`src/rtl/sdac_pkg.sv`:
```
// Shared definitions for the serial DAC input front end.
// Pin vector order is fixed: the first EDGE_N pins get edge detection.
package sdac_pkg;
    localparam int PIN_N  = 6;
    localparam int EDGE_N = 3;
    localparam int P_SCLK  = 0;
    localparam int P_SYNC  = 1;
    localparam int P_LDAC  = 2;
    localparam int P_SDIN  = 3;
    localparam int P_CLR   = 4;
    localparam int P_CHAIN = 5;
    // idle levels: sclk high, strobes high, data low, clear high, chain off
    localparam logic [PIN_N-1:0] PIN_IDLE = 6'b010111;

    // decoded pin events for one system-clock cycle
    typedef struct packed {
        logic sclk_fall;
        logic sync_fall;
        logic sync_rise;
        logic ldac_fall;
        logic sync_low;
        logic ldac_high;
        logic clr_act;
        logic sdin;
        logic chain;
    } pin_ev_t;
endpackage

```
`src/rtl/sdac_pin_sync.sv`:
```
// Two-flop synchronizer for each pin, plus a previous-value flop for the
// first EDGE_N pins, so the parent can decode edges.
// Assumes pins are quasi-static relative to clk (slow serial interface).
module sdac_pin_sync #(
    parameter int N = 6,
    parameter int EDGE_N = 3,
    parameter logic [N-1:0] IDLE = '0
) (
    input  logic         clk,
    input  logic         rst_n,
    input  logic [N-1:0] pins_i,
    output logic [N-1:0] lvl_o,
    output logic [EDGE_N-1:0] prv_o
);
    logic [N-1:0] meta_q;

    for (genvar g = 0; g < N; g++) begin : g_pin
        // synchronize one pin through two flops
        always_ff @(posedge clk) begin
            if (!rst_n) begin
                meta_q[g] <= IDLE[g];
                lvl_o[g]  <= IDLE[g];
            end else begin
                meta_q[g] <= pins_i[g];
                lvl_o[g]  <= meta_q[g];
            end
        end
        if (g < EDGE_N) begin : g_edge
            // hold the previous synchronized level for edge detection
            always_ff @(posedge clk) begin
                if (!rst_n) prv_o[g] <= IDLE[g];
                else        prv_o[g] <= lvl_o[g];
            end
        end
    end
endmodule

```
`src/rtl/sdac_shift_front.sv`:
```
// Input shift register, gating bit counter, frame mode capture, chain
// serial output and load request generation.
// Assumes a serial-clock fall and a frame-strobe fall never share a cycle;
// if they do, the frame start wins and the bit is dropped.
module sdac_shift_front
    import sdac_pkg::*;
#(
    parameter int WORD_W = 16,
    localparam int CNT_W = $clog2(WORD_W + 1)
) (
    input  logic              clk,
    input  logic              rst_n,
    input  pin_ev_t           ev,
    output logic [WORD_W-1:0] ld_data_o,
    output logic              ld_req_o,
    output logic              ld_auto_o,
    output logic              sdout_o,
    output logic              err_o,
    output logic [CNT_W-1:0]  cnt_o
);
    localparam logic [CNT_W-1:0] FULL = CNT_W'(WORD_W);
    localparam logic [CNT_W-1:0] LAST = CNT_W'(WORD_W - 1);

    logic [WORD_W-1:0] word_q;
    logic [WORD_W-1:0] word_nxt;
    logic [CNT_W-1:0]  cnt_q;
    logic              frame_def_q;
    logic              ready_q;
    logic              shift_en;
    logic              auto_ld;
    logic              def_ld;

    // decide whether this cycle accepts a bit and whether a load fires
    always_comb begin
        shift_en = ev.sclk_fall && ev.sync_low && !ev.sync_fall
                   && (ev.chain || (cnt_q != FULL));
        word_nxt = {word_q[WORD_W-2:0], ev.sdin};
        auto_ld  = shift_en && !frame_def_q && !ev.chain && (cnt_q == LAST);
        def_ld   = ev.ldac_fall && ready_q && !ev.clr_act;
    end

    // count accepted bits, saturating at a full word
    always_ff @(posedge clk) begin
        if (!rst_n)                         cnt_q <= '0;
        else if (ev.sync_fall)              cnt_q <= '0;
        else if (shift_en && cnt_q != FULL) cnt_q <= cnt_q + 1'b1;
    end

    // shift the data bit in at the LSB end
    always_ff @(posedge clk) begin
        if (!rst_n)        word_q <= '0;
        else if (shift_en) word_q <= word_nxt;
    end

    // present the bit leaving the MSB end in chain mode
    always_ff @(posedge clk) begin
        if (!rst_n)         sdout_o <= 1'b0;
        else if (!ev.chain) sdout_o <= 1'b0;
        else if (shift_en)  sdout_o <= word_q[WORD_W-1];
    end

    // capture the update mode when a frame opens
    always_ff @(posedge clk) begin
        if (!rst_n)            frame_def_q <= 1'b0;
        else if (ev.sync_fall) frame_def_q <= ev.ldac_high || ev.chain;
    end

    // flag a frame opened while the load strobe still hangs low
    always_ff @(posedge clk) begin
        if (!rst_n) err_o <= 1'b0;
        else        err_o <= ev.sync_fall && !ev.ldac_high && frame_def_q;
    end

    // mark a complete word waiting for a load-strobe fall
    always_ff @(posedge clk) begin
        if (!rst_n)            ready_q <= 1'b0;
        else if (ev.sync_fall) ready_q <= 1'b0;
        else if (def_ld)       ready_q <= 1'b0;
        else if (ev.sync_rise && cnt_q == FULL && frame_def_q)
                               ready_q <= 1'b1;
    end

    assign ld_req_o  = auto_ld || def_ld;
    assign ld_auto_o = auto_ld;
    assign ld_data_o = auto_ld ? word_nxt : word_q;
    assign cnt_o     = cnt_q;
endmodule

```
`src/rtl/sdac_latch_stage.sv`:
```
// DAC latch with clear, plus the settle timer that produces the output
// valid strobe. Keeps the top DAC_W bits of the word.
// Assumes SETTLE_CYC >= 1.
module sdac_latch_stage #(
    parameter int WORD_W = 16,
    parameter int DAC_W = 16,
    parameter int SETTLE_CYC = 625,
    localparam int T_W = $clog2(SETTLE_CYC + 1)
) (
    input  logic              clk,
    input  logic              rst_n,
    input  logic              ld_req_i,
    input  logic              ld_auto_i,
    input  logic [WORD_W-1:0] ld_data_i,
    input  logic              clr_i,
    output logic [DAC_W-1:0]  latch_o,
    output logic              valid_o
);
    localparam logic [T_W-1:0] T_LOAD = T_W'(SETTLE_CYC);
    localparam logic [T_W-1:0] T_ONE  = T_W'(1);

    logic [T_W-1:0] tmr_q;

    // hold, clear or load the latch
    always_ff @(posedge clk) begin
        if (!rst_n)        latch_o <= '0;
        else if (clr_i)    latch_o <= '0;
        else if (ld_req_i) latch_o <= ld_data_i[WORD_W-1 -: DAC_W];
    end

    // time the settling delay after a deferred load
    always_ff @(posedge clk) begin
        if (!rst_n)                    tmr_q <= '0;
        else if (clr_i)                tmr_q <= '0;
        else if (ld_req_i && !ld_auto_i) tmr_q <= T_LOAD;
        else if (tmr_q != '0)          tmr_q <= tmr_q - 1'b1;
    end

    // pulse valid at once for auto loads, at timer expiry for deferred
    always_ff @(posedge clk) begin
        if (!rst_n)     valid_o <= 1'b0;
        else if (clr_i) valid_o <= 1'b0;
        else            valid_o <= (ld_req_i && ld_auto_i) || (tmr_q == T_ONE);
    end
endmodule

```
`src/rtl/sdac_rx_front.sv`:
```
// Top of the serial DAC input front end: synchronizes the pins, decodes
// edges and joins the shift front to the latch stage.
// Assumes the serial clock half-period spans at least two system clocks.
module sdac_rx_front
    import sdac_pkg::*;
#(
    parameter int WORD_W = 16,
    parameter int DAC_W = 16,
    parameter int SETTLE_CYC = 625,
    localparam int CNT_W = $clog2(WORD_W + 1)
) (
    input  logic             clk,
    input  logic             rst_n,
    input  logic             sclk_i,
    input  logic             sync_n_i,
    input  logic             sdin_i,
    input  logic             ldac_n_i,
    input  logic             clr_n_i,
    input  logic             chain_en_i,
    output logic [DAC_W-1:0] latch_o,
    output logic             sdout_o,
    output logic             out_valid_o,
    output logic             proto_err_o
);
    logic [PIN_N-1:0]  pins;
    logic [PIN_N-1:0]  lvl;
    logic [EDGE_N-1:0] prv;
    pin_ev_t           ev;
    logic [WORD_W-1:0] ld_data;
    logic              ld_req;
    logic              ld_auto;
    logic              clr_act;
    logic              sync_fall;
    logic              chain_act;
    logic [CNT_W-1:0]  bit_cnt;

    assign pins = {chain_en_i, clr_n_i, sdin_i, ldac_n_i, sync_n_i, sclk_i};

    sdac_pin_sync #(.N(PIN_N), .EDGE_N(EDGE_N), .IDLE(PIN_IDLE)) u_sync (
        .clk    (clk),
        .rst_n  (rst_n),
        .pins_i (pins),
        .lvl_o  (lvl),
        .prv_o  (prv)
    );

    // decode levels and edges from the synchronized pins
    always_comb begin
        ev.sclk_fall = prv[P_SCLK] && !lvl[P_SCLK];
        ev.sync_fall = prv[P_SYNC] && !lvl[P_SYNC];
        ev.sync_rise = !prv[P_SYNC] && lvl[P_SYNC];
        ev.ldac_fall = prv[P_LDAC] && !lvl[P_LDAC];
        ev.sync_low  = !lvl[P_SYNC];
        ev.ldac_high = lvl[P_LDAC];
        ev.clr_act   = !lvl[P_CLR];
        ev.sdin      = lvl[P_SDIN];
        ev.chain     = lvl[P_CHAIN];
    end

    assign clr_act   = ev.clr_act;
    assign sync_fall = ev.sync_fall;
    assign chain_act = ev.chain;

    sdac_shift_front #(.WORD_W(WORD_W)) u_front (
        .clk       (clk),
        .rst_n     (rst_n),
        .ev        (ev),
        .ld_data_o (ld_data),
        .ld_req_o  (ld_req),
        .ld_auto_o (ld_auto),
        .sdout_o   (sdout_o),
        .err_o     (proto_err_o),
        .cnt_o     (bit_cnt)
    );

    sdac_latch_stage #(.WORD_W(WORD_W), .DAC_W(DAC_W), .SETTLE_CYC(SETTLE_CYC)) u_latch (
        .clk       (clk),
        .rst_n     (rst_n),
        .ld_req_i  (ld_req),
        .ld_auto_i (ld_auto),
        .ld_data_i (ld_data),
        .clr_i     (clr_act),
        .latch_o   (latch_o),
        .valid_o   (out_valid_o)
    );
endmodule

```
`config.mk`:
```
export PLATFORM = sky130hd
export DESIGN_NAME = sdac_rx_front
export DESIGN_NICKNAME = d
export VERILOG_FILES = /design/src/rtl/sdac_pkg.sv /design/src/rtl/sdac_pin_sync.sv /design/src/rtl/sdac_shift_front.sv /design/src/rtl/sdac_latch_stage.sv /design/src/rtl/sdac_rx_front.sv
export SDC_FILE = /design/constraint.sdc
export NUM_CORES = 1
export LEC_CHECK = 0
export CAP_MARGIN = 10
export CELL_PAD_IN_SITES_DETAIL_PLACEMENT = 1
export CELL_PAD_IN_SITES_GLOBAL_PLACEMENT = 1
export CORE_ASPECT_RATIO = 1.5
export CORE_UTILIZATION = 40
export DETAILED_ROUTE_END_ITERATION = 7
export GPL_TIMING_DRIVEN = 0
export HOLD_SLACK_MARGIN = 0.06
export MAX_ROUTING_LAYER = met4
export PLACE_DENSITY = 0.8
export SLEW_MARGIN = 40
export SYNTH_ARGS = -nofsm -noshare
export SYNTH_HDL_FRONTEND = slang
export SYNTH_SLANG_ARGS = --single-unit
export TNS_END_PERCENT = 5
```
`constraint.sdc`:
```
create_clock -name clk -period 2.5 [get_ports clk]
set_clock_uncertainty 0.1 [all_clocks]
set_input_delay 0.5 -clock clk [delete_from_list [all_inputs] [get_ports clk]]
set_output_delay 0.5 -clock clk [all_outputs]
set_load 0.01 [all_outputs]
```
==> impl_metrics.yaml <==
logic_synthesis:
  syn-instance-count: 282
  seq_area_frac_synth: 0.494
  ys_warn_count: 0
  syn_nets: 296
  synth-edff-count: 0
  async_reset_ff_frac: 0
  synth-seq-cells: 67
  postSynthAreaPerCell_um2: 9.62
  synth_area_um2: 2710
  synth_cell_type_count: 41
  synthFlopType: "dfxtp_1"
timing:
  tns_ps: 0
  max_freq_ghz: 0.494
  period_share: 0.810
  hold_ws_ps: 311
  worstMarginPinSlew_ps: 693
  rsz0062_at_grt: "no"
  setup_viol: 0
  slew_headroom: 0.534
  drv_slew: 0
  min_period_ps: 2020
  hold_viol_final: 0
route:
  viasPerCell: 5.26
  avgRoutedWirePerCell_um: 15.0
  drtIter0Drc: 61
  antenna_left: 0
  totalWireLength_um: 5990
  vias: 2097
  drc: 0
  first_pass_iters: 4
clock_tree:
  path_clk_slew_ps: 80
  cts_tree: "yes"
  htreeDepth: 3
  clock_latency_ps: 340
  numCtsBuffers: 9
  post_cts_buffers: 0
  clock_sinks: 67
  cts.path.max_buffers: 2
  cts_hold_buf: 0
  cts_resized: 0
  root_buffer: "clkbuf_8"
job:
  max_cap_violations: 0
critical_path:
  rrSetupSlack_ps: 480
  path_max_fanout: 10
  crit_top_cell: "ha_1"
  max_stage_delay_ps: 400
  cp.required_ps: 2650
  start_kind: "register"
  cp_slowest_cell: "clkbuf_1"
  path_cells: "ha_1 > and3_1 > ha_1 > nand4_2 > clkbuf_1 > nor2_1 > a311oi_1"
  critPathCaptureType: "register"
  cp.arrival_ps: 2180
  critPathKind: "register to register"
grt:
  grt_pass1_wl_um: 10100
  grt_start_max_net_pins: 13
  grt_pass1_vias: 2168
  grt_overflow: 0
  antenna_found_initial: 0
  grtUsageTotal: 0.191
power_and_ir_drop:
  swShare: 0.269
  p_int_uw: 1960
  clkPwrFrac: 0.374
  pwr-share-seq: 0.447
  power_switching_uw: 720
  ir_drop_mv: 0.500
  leakagePower_uw: 0.00129
  p_comb_frac: 0.179
  power_density_nw_per_um2: 815
floorplan:
  dieArea_um2: 7120
  core_area_um2: 6530
  start_util: 0.416
  die_w_um: 69.3
  die_h_um: 103
  rows: 36
  io_pins: 27
place:
  routabilityCongestion: 0.750
  port_buffers: 25
  dp_hpwl_um: 4190
cells_and_area:
  layout_commonest_cell: "dfxtp_1"
  layout_common_cells: "67 x dfxtp_1, 39 x nand2_1, 26 x nor2_1"
  num-nets-final: 332
  drive_gt1_frac: 0.0929
  antenna_cells: 0
  area.growth.synth_to_final_pct: 21.1
run_status:
  run_status: "finished clean"
hold_path:
  hp-class: "register to register"
[final timing paths]
kind,cells past startpoint,from,end
min,1,u_sync.meta_q[2],u_sync.lvl_o[2]
min reg2reg,1,u_sync.meta_q[2],u_sync.lvl_o[2]
max reg2reg,7,u_front.cnt_o[0],u_latch.latch_o[2]
max,7,u_front.cnt_o[0],u_latch.latch_o[2]
[through the flow]
stage	power [uW]	cells	utilization	setup slack, ps	cell area [um^2]
final	2680	399	0.503	476	3290
after global routing	2820	399	0.503	271	3290
after CTS	2710	399	0.503	417	3290
after detailed placement	1700	383	0.468	421	3060
after global placement	1680	383	0.468	485	3060
after floorplan	1590	282	-	655	2710
[Yosys cell counts (2+ instances only)]
cell | n | share of area
inv_1 | 5 | 0.0069
buf_2 | 3 | 0.0055
nor3b_1 | 2 | 0.0055
dfxtp_1 | 67 | 0.49
xnor2_1 | 6 | 0.019
clkbuf_1 | 10 | 0.014
nand4b_1 | 3 | 0.0097
or3_1 | 2 | 0.0046
a21oi_1 | 13 | 0.024
nor2_1 | 26 | 0.036
and2_1 | 5 | 0.012
nand2_1 | 39 | 0.054
ha_1 | 6 | 0.028
mux2i_1 | 17 | 0.063
nand4_1 | 2 | 0.0046
nor2b_1 | 16 | 0.037
a311oi_1 | 16 | 0.052
xor2_1 | 3 | 0.0097
nand2b_1 | 13 | 0.030
a211oi_1 | 4 | 0.011
nor3_1 | 4 | 0.0074
[cells by family after synthesis]
| family | share of synthesized area |
|---|---|
| AO/OA/AOI/OAI | 0.101 |
| XOR/XNOR | 0.0290 |
| adder cells (fa/ha/maj) | 0.0277 |
| buffers and inverters | 0.0304 |
| flip-flops | 0.494 |
| multiplexers | 0.0627 |
| AND/OR/NAND/NOR | 0.255 |
[routing by layer]
metal | GRT usage | vias up | wire length [um]
li1 | - | 1048 | -
met1 | 0.199 | 1013 | 2580
met2 | 0.338 | 27 | 3140
met3 | 0.0538 | 9 | 151
met4 | 0.0848 | 0 | 107
met5 | - | - | 0
[worst max-delay path, delay by kind of cell, from the launching register on]
family | cells | cell delay [ps]
buffers and inverters | 1 | 400
adder cells (fa/ha/maj) | 2 | 420
AO/OA/AOI/OAI | 1 | 270
flip-flops | 1 | 340
AND/OR/NAND/NOR | 3 | 400
[registers in the layout, indices dropped and copies added (netlist names)]
| register | cells |
|---|---|
| u_front.word_q | 16 |
| u_latch.latch_o | 16 |
| u_latch.tmr_q | 10 |
| u_sync.lvl_o | 6 |
| u_sync.meta_q | 6 |
| u_front.cnt_o | 5 |
| u_sync.prv_o | 3 |
| u_front.err_o | 1 |
| u_front.frame_def_q | 1 |
| u_front.ready_q | 1 |
| u_front.sdout_o | 1 |
| u_latch.valid_o | 1 |
[area by class of cell]
| cell class | instances | area, um^2 |
|---|---|---|
| Buffer | 14 | 63.8 |
| Clock buffer | 10 | 138 |
| Clock inverter | 6 | 88.8 |
| Fill cell | 739 | 3250 |
| Inverter | 5 | 18.8 |
| Multi-Input combinational cell | 196 | 1290 |
| Sequential cell | 67 | 1340 |
| Tap cell | 76 | 95.1 |
| Timing Repair Buffer | 25 | 250 |
[power by group through the flow]
stage          Combinational (uW)  Clock [uW]  Sequential (uW)
2_1_floorplan                 385           0             1210
3_3_place_gp                  464           0             1220
3_5_place_dp                  478           0             1220
4_1_cts                       487        1020             1200
5_1_grt                       541        1070             1210
6_report                      480        1000             1200
Note: power is estimated with default switching activity, not from simulation.
